### src/rtl/sigdec_pkg.sv
// Shared constants and types of the signature write decoder.
// Assumes the header layout: kind byte in [7:0], fields starting at bit 8.
package sigdec_pkg;
    localparam int KIND_W      = 8;
    localparam int CODE_LSB    = 8;
    localparam int CODE_W      = 5;
    localparam int CSR_AW      = 12;
    localparam int HDR_USED_W  = CODE_LSB + CSR_AW;
    localparam int STATUS_CNT  = 14;
    localparam int NUM_REGS    = 32;
    localparam int IDX_W       = $clog2(NUM_REGS);

    localparam logic [KIND_W-1:0] KIND_STATUS = 8'd0;
    localparam logic [KIND_W-1:0] KIND_RESULT = 8'd1;
    localparam logic [KIND_W-1:0] KIND_DUMP   = 8'd2;
    localparam logic [KIND_W-1:0] KIND_CSR    = 8'd3;

    typedef enum logic [2:0] {
        HK_STATUS,
        HK_RESULT,
        HK_DUMP,
        HK_CSR,
        HK_BAD
    } hdr_kind_e;

    typedef enum logic [1:0] {
        SQ_HEADER,
        SQ_DUMP,
        SQ_CSR
    } seq_state_e;
endpackage

### src/rtl/sigdec_addr_match.sv
// Address filter: flags a store that targets the signature address.
// Assumes one store per cycle, qualified by the valid bit.
module sigdec_addr_match #(
    parameter int              ADDR_W   = 32,
    parameter logic [ADDR_W-1:0] SIG_ADDR = '0
) (
    input  logic              valid,
    input  logic [ADDR_W-1:0] addr,
    output logic              hit
);
    // Qualify the address compare with the store valid.
    always_comb begin
        hit = valid && (addr == SIG_ADDR);
    end
endmodule

### src/rtl/sigdec_hdr_decode.sv
// Header classifier: maps the low header bits to a message kind and fields.
// Assumes the caller only acts on the result when a header is expected.
module sigdec_hdr_decode
    import sigdec_pkg::*;
(
    input  logic [HDR_USED_W-1:0] hdr,
    output hdr_kind_e             kind,
    output logic [CODE_W-1:0]     code,
    output logic                  fail,
    output logic [CSR_AW-1:0]     csr_addr
);
    logic [KIND_W-1:0] kind_byte;
    logic              code_ok;

    // Slice the fields out of the header word.
    always_comb begin
        kind_byte = hdr[KIND_W-1:0];
        code      = hdr[CODE_LSB +: CODE_W];
        fail      = hdr[CODE_LSB];
        csr_addr  = hdr[CODE_LSB +: CSR_AW];
        code_ok   = (32'(code) < STATUS_CNT);
    end

    // Classify the kind byte, folding illegal status codes into the error kind.
    always_comb begin
        unique case (kind_byte)
            KIND_STATUS: kind = code_ok ? HK_STATUS : HK_BAD;
            KIND_RESULT: kind = HK_RESULT;
            KIND_DUMP:   kind = HK_DUMP;
            KIND_CSR:    kind = HK_CSR;
            default:     kind = HK_BAD;
        endcase
    end
endmodule

### src/rtl/sigdec_seq.sv
// Message sequencer: tracks multi-word messages and registers all events.
// Assumes hit is a one-cycle store qualifier; header fields are only used
// in the header-expecting state.
module sigdec_seq
    import sigdec_pkg::*;
#(
    parameter int DATA_W = 32
) (
    input  logic              clk,
    input  logic              rst_n,
    input  logic              hit,
    input  logic [DATA_W-1:0] wr_data,
    input  hdr_kind_e         kind,
    input  logic [CODE_W-1:0] code,
    input  logic              fail,
    input  logic [CSR_AW-1:0] csr_addr_in,
    output logic              status_vld,
    output logic [CODE_W-1:0] status_code,
    output logic              result_vld,
    output logic              result_fail,
    output logic              dump_vld,
    output logic [IDX_W-1:0]  dump_idx,
    output logic [DATA_W-1:0] dump_data,
    output logic              dump_done,
    output logic              csr_vld,
    output logic [CSR_AW-1:0] csr_addr,
    output logic [DATA_W-1:0] csr_data,
    output logic              err_pulse
);
    localparam logic [IDX_W-1:0] LAST_IDX = IDX_W'(NUM_REGS - 1);

    seq_state_e        state_q;
    logic [IDX_W-1:0]  cnt_q;
    logic              last_word;

    // Flag the final word of a dump.
    always_comb begin
        last_word = (cnt_q == LAST_IDX);
    end

    // Advance the message state and payload counter on matching stores.
    always_ff @(posedge clk) begin
        if (!rst_n) begin
            state_q <= SQ_HEADER;
            cnt_q   <= '0;
        end else if (hit) begin
            unique case (state_q)
                SQ_HEADER: begin
                    cnt_q <= '0;
                    if (kind == HK_DUMP)
                        state_q <= SQ_DUMP;
                    else if (kind == HK_CSR)
                        state_q <= SQ_CSR;
                end
                SQ_DUMP: begin
                    cnt_q <= cnt_q + 1'b1;
                    if (last_word)
                        state_q <= SQ_HEADER;
                end
                SQ_CSR: state_q <= SQ_HEADER;
                default: state_q <= SQ_HEADER;
            endcase
        end
    end

    // Produce the one-cycle event strobes.
    always_ff @(posedge clk) begin
        if (!rst_n) begin
            status_vld <= 1'b0;
            result_vld <= 1'b0;
            dump_vld   <= 1'b0;
            dump_done  <= 1'b0;
            csr_vld    <= 1'b0;
            err_pulse  <= 1'b0;
        end else begin
            status_vld <= hit && (state_q == SQ_HEADER) && (kind == HK_STATUS);
            result_vld <= hit && (state_q == SQ_HEADER) && (kind == HK_RESULT);
            err_pulse  <= hit && (state_q == SQ_HEADER) && (kind == HK_BAD);
            dump_vld   <= hit && (state_q == SQ_DUMP);
            dump_done  <= hit && (state_q == SQ_DUMP) && last_word;
            csr_vld    <= hit && (state_q == SQ_CSR);
        end
    end

    // Capture the payload fields that travel with the strobes.
    always_ff @(posedge clk) begin
        if (!rst_n) begin
            status_code <= '0;
            result_fail <= 1'b0;
            dump_idx    <= '0;
            dump_data   <= '0;
            csr_addr    <= '0;
            csr_data    <= '0;
        end else if (hit) begin
            unique case (state_q)
                SQ_HEADER: begin
                    if (kind == HK_STATUS) status_code <= code;
                    if (kind == HK_RESULT) result_fail <= fail;
                    if (kind == HK_CSR)    csr_addr    <= csr_addr_in;
                end
                SQ_DUMP: begin
                    dump_idx  <= cnt_q;
                    dump_data <= wr_data;
                end
                SQ_CSR:  csr_data <= wr_data;
                default: ;
            endcase
        end
    end
endmodule

### src/rtl/sig_write_decoder.sv
// Signature write decoder top: filters stores to the signature address,
// classifies headers and sequences multi-word messages into event strobes.
// Assumes DATA_W >= 20 and single-cycle store pulses.
module sig_write_decoder
    import sigdec_pkg::*;
#(
    parameter int                ADDR_W   = 32,
    parameter int                DATA_W   = 32,
    parameter logic [ADDR_W-1:0] SIG_ADDR = 32'h8000_1000
) (
    input  logic              clk,
    input  logic              rst_n,
    input  logic              wr_valid,
    input  logic [ADDR_W-1:0] wr_addr,
    input  logic [DATA_W-1:0] wr_data,
    output logic              status_vld,
    output logic [4:0]        status_code,
    output logic              result_vld,
    output logic              result_fail,
    output logic              dump_vld,
    output logic [4:0]        dump_idx,
    output logic [DATA_W-1:0] dump_data,
    output logic              dump_done,
    output logic              csr_vld,
    output logic [11:0]       csr_addr,
    output logic [DATA_W-1:0] csr_data,
    output logic              err_pulse
);
    logic              hit;
    hdr_kind_e         kind;
    logic [CODE_W-1:0] code;
    logic              fail;
    logic [CSR_AW-1:0] hdr_csr;

    sigdec_addr_match #(
        .ADDR_W   (ADDR_W),
        .SIG_ADDR (SIG_ADDR)
    ) u_match (
        .valid (wr_valid),
        .addr  (wr_addr),
        .hit   (hit)
    );

    sigdec_hdr_decode u_hdr (
        .hdr      (wr_data[HDR_USED_W-1:0]),
        .kind     (kind),
        .code     (code),
        .fail     (fail),
        .csr_addr (hdr_csr)
    );

    sigdec_seq #(
        .DATA_W (DATA_W)
    ) u_seq (
        .clk         (clk),
        .rst_n       (rst_n),
        .hit         (hit),
        .wr_data     (wr_data),
        .kind        (kind),
        .code        (code),
        .fail        (fail),
        .csr_addr_in (hdr_csr),
        .status_vld  (status_vld),
        .status_code (status_code),
        .result_vld  (result_vld),
        .result_fail (result_fail),
        .dump_vld    (dump_vld),
        .dump_idx    (dump_idx),
        .dump_data   (dump_data),
        .dump_done   (dump_done),
        .csr_vld     (csr_vld),
        .csr_addr    (csr_addr),
        .csr_data    (csr_data),
        .err_pulse   (err_pulse)
    );
endmodule

### config.mk
export PLATFORM = sky130hd
export DESIGN_NAME = sig_write_decoder
export DESIGN_NICKNAME = d
export VERILOG_FILES = /design/src/rtl/sigdec_pkg.sv /design/src/rtl/sigdec_addr_match.sv /design/src/rtl/sigdec_hdr_decode.sv /design/src/rtl/sigdec_seq.sv /design/src/rtl/sig_write_decoder.sv
export SDC_FILE = /design/constraint.sdc
export NUM_CORES = 1
export LEC_CHECK = 0
export ABC_AREA = 1
export BUFFER_PORTS_ARGS = -buffer_cell sky130_fd_sc_hd__buf_2
export CORE_MARGIN = 3
export CORE_UTILIZATION = 53
export DETAILED_ROUTE_END_ITERATION = 10
export PLACE_DENSITY = 0.86
export SYNTH_ARGS = -nofsm -noshare
export SYNTH_HDL_FRONTEND = slang
export SYNTH_SLANG_ARGS = --single-unit
### constraint.sdc
create_clock -name clk -period 2.3 [get_ports clk]
set_clock_uncertainty 0.1 [all_clocks]
set_input_delay 0.115 -clock clk [delete_from_list [all_inputs] [get_ports clk]]
set_output_delay 0.115 -clock clk [all_outputs]
set_load 0.005 [all_outputs]
After elaboration in Yosys (flattened, before gate mapping) --
Index checks and enable logic that the tools add are counted.
Storage, ports and cells: flip-flop bits (word level) 100, input port bits 67, output and inout bits 93, logic and storage cells 55
Operators by class: $add $sub $neg 1, $lt $le $gt $ge 1, equality and inequality tests 13, mux-type cells 7, reduce and logical (&&, ||, !) cells 19
Operator list (count):
- == test 32 bit (second input constant) | 1
- == test 8 x 2 -> 1 bit (second input constant) | 2
- one-hot mux 3 bit (4 select lines) | 1
- AND reduction 3 bit | 4
- one-hot mux 5 bit (2 select lines) | 1
- == test 8 x 1 -> 1 bit (second input constant) | 1
- logical AND 1 bit | 8
- zero test 8 bit | 1
- == test 3 x 2 -> 1 bit (second input constant) | 2
- two-way mux 2 bit | 3
- AND reduction 2 bit | 3
- adder 5 x 1 -> 5 bit (second input constant) | 1
- == test 5 bit (second input constant) | 1
- less-than comparator 5 x 4 -> 1 bit (second input constant) | 1
- one-hot mux 2 bit (2 select lines) | 1
- == test 3 x 1 -> 1 bit (second input constant) | 1
- == test 3 bit (second input constant) | 1
- zero test 3 bit | 1
- two-way mux 3 bit | 1
- != test 3 x 2 -> 1 bit (second input constant) | 1
- == test 2 x 1 -> 1 bit (second input constant) | 1
- == test 2 bit (second input constant) | 1
- zero test 2 bit | 1
- != test 2 x 1 -> 1 bit (second input constant) | 1
- nonzero test 2 bit | 1

Logic depth before layout (Yosys ltp) --
depth after elaboration 7, gate-level depth with buffers 12, gate-level depth less buffers 10

Cells and area by module --
Synthesis repeated with hierarchy kept, for this count alone.
Unflattened totals: cell total of the unflattened synthesis 521, area, all modules 3870.0 sq um
Modules (own cells, without submodules):
- sigdec_seq | instances 1, cells each 456, area each 3533.4 sq um
- sigdec_hdr_decode | instances 1, cells each 35, area each 203.9 sq um
- sigdec_addr_match | instances 1, cells each 30, area each 132.6 sq um

Worst setup path after synthesis --
No wires, ideal clock.
path kind register -> register, from reg u_seq.cnt_q[0], to reg u_seq.state_q[0], library setup time 0.113 ns, arrival time 1.253 ns, data required time 2.087 ns, path slack 0.834 ns, stages on the path, launching flop included 10, buffers on the path 0, period minus slack after synthesis 1.466 ns, cells stage by stage dfxtp_1 > ha_1 > and3_1 > ha_1 > inv_1 > nand2_1 > nand2_1 > nor2_1 > nor2_1 > nor2_1
On the way: longest elaborated chain between the ends 3
RTL lines:
- start, declared | RTL line sigdec_seq.sv:33 | logic [IDX_W-1:0] cnt_q;
- start signal, assigned | RTL line sigdec_seq.sv:56 | cnt_q <= cnt_q + 1'b1;
- == test 5 bit | RTL line sigdec_seq.sv:38 | last_word = (cnt_q == LAST_IDX);
- != test 2 x 1 -> 1 bit (no line)
- AND reduction 3 bit (no line)
- end signal, assigned | RTL line sigdec_seq.sv:44 | state_q <= SQ_HEADER;
- end signal, assigned | RTL line sigdec_seq.sv:51 | state_q <= SQ_DUMP;
- end signal, assigned | RTL line sigdec_seq.sv:53 | state_q <= SQ_CSR;
- end, declared | RTL line sigdec_seq.sv:32 | seq_state_e state_q;
No other way between the ends. A chain may end at the register's enable or synchronous reset.

Worst setup path after layout --
from in wr_data[2], to reg u_seq.csr_addr[0]
On the way: longest elaborated chain between the ends 4
RTL lines:
- start, declared | RTL line sig_write_decoder.sv:15 | input logic [DATA_W-1:0] wr_data,
- == test 8 x 2 -> 1 bit (tied with other cells) | RTL line sigdec_hdr_decode.sv:26 | unique case (kind_byte)
- one-hot mux 3 bit (4 select lines) (*) | RTL line sigdec_hdr_decode.sv:26
- == test 3 x 2 -> 1 bit (*) | RTL line sigdec_seq.sv:99 | if (kind == HK_CSR) csr_addr <= csr_addr_in;
- AND reduction 3 bit (no line) (*)
- end signal, assigned | RTL line sigdec_seq.sv:99
- end, declared | RTL line sigdec_seq.sv:26 | output logic [CSR_AW-1:0] csr_addr,
Mark *: on every way between the ends. The rest lies on a longest branch, timed or not.

==> reports/qor.txt <==
run status: completed
first-pass GRT wire length: 20.0 mm
H-tree level count: 3
Hold Path Sink: u_seq.err_pulse$_SDFF_PN0_
Hold Fails Final Rpt: 0
Yosys top cell by area: dfxtp_1
Die Y: 95.9 um
fin nets: 878
Routed WL per cell: 13.6 um
most numerous cell in the Yosys netlist: nand2_1
cell count of the worst hold path: 6
FF-to-FF setup slack: 0.62 ns
final WL: 12.5 mm
arrival time worst endpoint: 2.10 ns
remaining antenna violation count: 0
Tightest Pin Transition: 0.629 ns
Layout area overhead: 32.9%
vias in the first global route: 4395
f_max: 526 MHz
power per standard cell area: 565 nW/um^2
min-delay src: wr_addr[30]
peak supply drop: 0.469 mV
vias per cell: 5.10
Die W: 95.9 um
total track usage: 0.274
# diodes: 0
Post-synth EDFFs: 0
FF-to-FF path depth: 9
DRC: 0
DRT Pass-1 Iters: 5
largest family of logic cells by synthesized area: simple AND/OR/NAND/NOR gates
std cell rows: 32
clock transition at the registers of the reported paths: 0.09 ns
maxcap violations: 0
syn_area_per_cell: 6.78 um^2
RSZ-0062 raised after global routing: false
Post-Syn Area: 4290 um^2
Core ar.: 7810 um^2
Setup crit end kind: register
FF-to-FF End: u_seq.state_q[1]$_SDFFE_PN0P_
Rel. slew slack: 0.580
Synth Area in XOR/XNOR: 0.00409
Hold/Removal Path Class: in -> reg
FFs w/ async S/R, synth: 0
sequential element share of the synthesized area: 0.467
Vias: 4675
Post-CTS Setup Repair Bufs: 0
I/O Pins: 160
compound-gate portion of the synthesized area: 0.0523
clock latency on the worst-skew pair: 0.35 ns
crit path launch type: input port
CP max FO: 24
setup TNS: 0 ns
# hold bufs at CTS: 32
Starting DRT DRC Count: 244
post-synth top area share: 0.467
number of port buffers: 159
fill cell count: 624
Leak Pwr: 2.92 nW
critical path type: in -> reg
Worst EP required: 2.50 ns
Initial Util: 0.549
RD Place Congestion: 0.824
CTS Root Cell: clkbuf_8
initial antenna violation count: 0
simple-gate share of the synthesized area: 0.379
pin count of the biggest net entering global routing: 66
die area: 9200 um^2
Syn. warnings: 0
post-route cell area: 5690 um^2
final setup fails: 0
clk buf depth: 2
#FFs+latches synth: 100
Worst R2R Start: u_seq.cnt_q[0]$_SDFFE_PN0P_
top cells by area, synth: dfxtp_1 (47%), nand2_1 (15%), nor2_1 (14%)
PostCTS Resize Cnt: 0
post-synthesis mux area share: 0
Tmin final: 1.90 ns
fraction of layout cells with a size suffix above 1: 0.236
dpl hpwl: 8.40 mm
Top FF cell, synth: dfxtp_1
Mapped Nets: 701
overflow left after global routing: 0
CTS tree: done
Sequential Area: 2000 um^2
Final Max Tran Viols: 0
commonest cells in the synthesized netlist: nand2_1 (168), nor2_1 (156), dfxtp_1 (100)
number of distinct library cells after synthesis: 25
Final Cycle Share: 0.827
Multi-input gate area: 1900 um^2
cells after synthesis: 632
placed cell area: 5140 um^2
Post-Synth Adder-Cell Area: 0.00584
Num CTS Buffers: 9
# clock sinks: 100
-- kinds of logic (layout without fill, tap and decap cells) --
group	Yosys count	after routing
simple gates	391	391
buf+inv	94	276
compound gates	43	43
fa+ha+maj	2	2
xor+xnor	2	2
flops	100	100
-- power breakdown --
group / total (mW) / internal (mW) / switching, mW / leakage (nW)
clock network: 1.28 / 0.703 / 0.577 / 0.116
logic: 0.206 / 0.0930 / 0.113 / 2.00
registers: 1.73 / 1.73 / 0.00000000000144 / 0.805
-- flip-flops by register name, indices dropped and copies added, names as in the netlist, 2 cells and up --
register           flops
u_seq.state_q          2
u_seq.dump_idx         5
u_seq.status_code      5
u_seq.csr_data        32
u_seq.dump_data       32
u_seq.csr_addr        12
u_seq.cnt_q            5
-- per-layer routing --
metal	share of wire	vias to the layer above	track usage	wire [um]
met5	0	-	0	0
met4	0.016	0	0.101	202
met3	0.083	17	0.0790	1030
met2	0.50	193	0.479	6300
met1	0.40	2135	0.318	4970
li1	-	2330	-	-
-- layout make-up --
cell class                      count  share of cell area
Inverter                           59              0.0389
Clock inverter                      3              0.0119
Multi-Input combinational cell    438               0.334
Clock buffer                       13              0.0297
Tap cell                          102              0.0224
Sequential cell                   100               0.352
Timing Repair Buffer              201               0.211
-- critical path: stages --
cell           delay (ns)
dlygate4sd3_1        0.53
buf_2                0.14
nor2_1               0.21
nand4_1              0.15
nor2_1               0.19
nand3_2              0.39
nand2_1              0.19
nand2_1              0.08
nor2_1               0.11
-- through the flow --
stage / util / hold slack [ns] / total power [mW] / std cells / setup slack [ns]
6_report: 0.729 / 0.178 / 3.22 / 916 / 0.397
5_1_grt: 0.729 / 0.196 / 3.33 / 916 / 0.243
4_1_cts: 0.729 / 0.152 / 3.24 / 916 / 0.438
3_5_place_dp: 0.658 / 0.262 / 1.93 / 868 / 0.493
3_3_place_gp: 0.658 / 0.261 / 1.92 / 868 / 0.601
2_1_floorplan: - / 0.150 / 1.83 / 632 / 0.834
-- worst max-delay path by stage --
stage	cells after the start	slack, ns	startpoint	to
2_1_floorplan	9	0.83	u_seq.cnt_q[0]$_SDFFE_PN0P_	u_seq.state_q[0]$_SDFFE_PN0P_
3_3_place_gp	9	0.60	wr_addr[1]	u_seq.csr_addr[9]$_SDFFE_PN0P_
3_5_place_dp	10	0.49	wr_addr[29]	u_seq.csr_addr[0]$_SDFFE_PN0P_
4_1_cts	9	0.44	wr_data[2]	u_seq.csr_addr[0]$_SDFFE_PN0P_
5_1_grt	8	0.24	wr_data[4]	u_seq.csr_addr[11]$_SDFFE_PN0P_
6_report	9	0.40	wr_data[2]	u_seq.csr_addr[0]$_SDFFE_PN0P_
-- layout by cell type (no fill, tap or decap), drive strengths merged, types with 2 or more instances in the layout --
master / synthesis / layout
o21ai: 2 / 2
clkbuf: 17 / 13
inv: 59 / 59
nand3: 18 / 18
nor3: 4 / 4
dfxtp: 100 / 100
nand4: 41 / 41
bufinv: 0 / 2
ha: 2 / 2
a21oi: 38 / 38
nand2: 168 / 168
nor2: 158 / 158
buf: 18 / 169
dlygate4sd3: 0 / 32
Note: power is estimated with default switching activity, not from simulation.
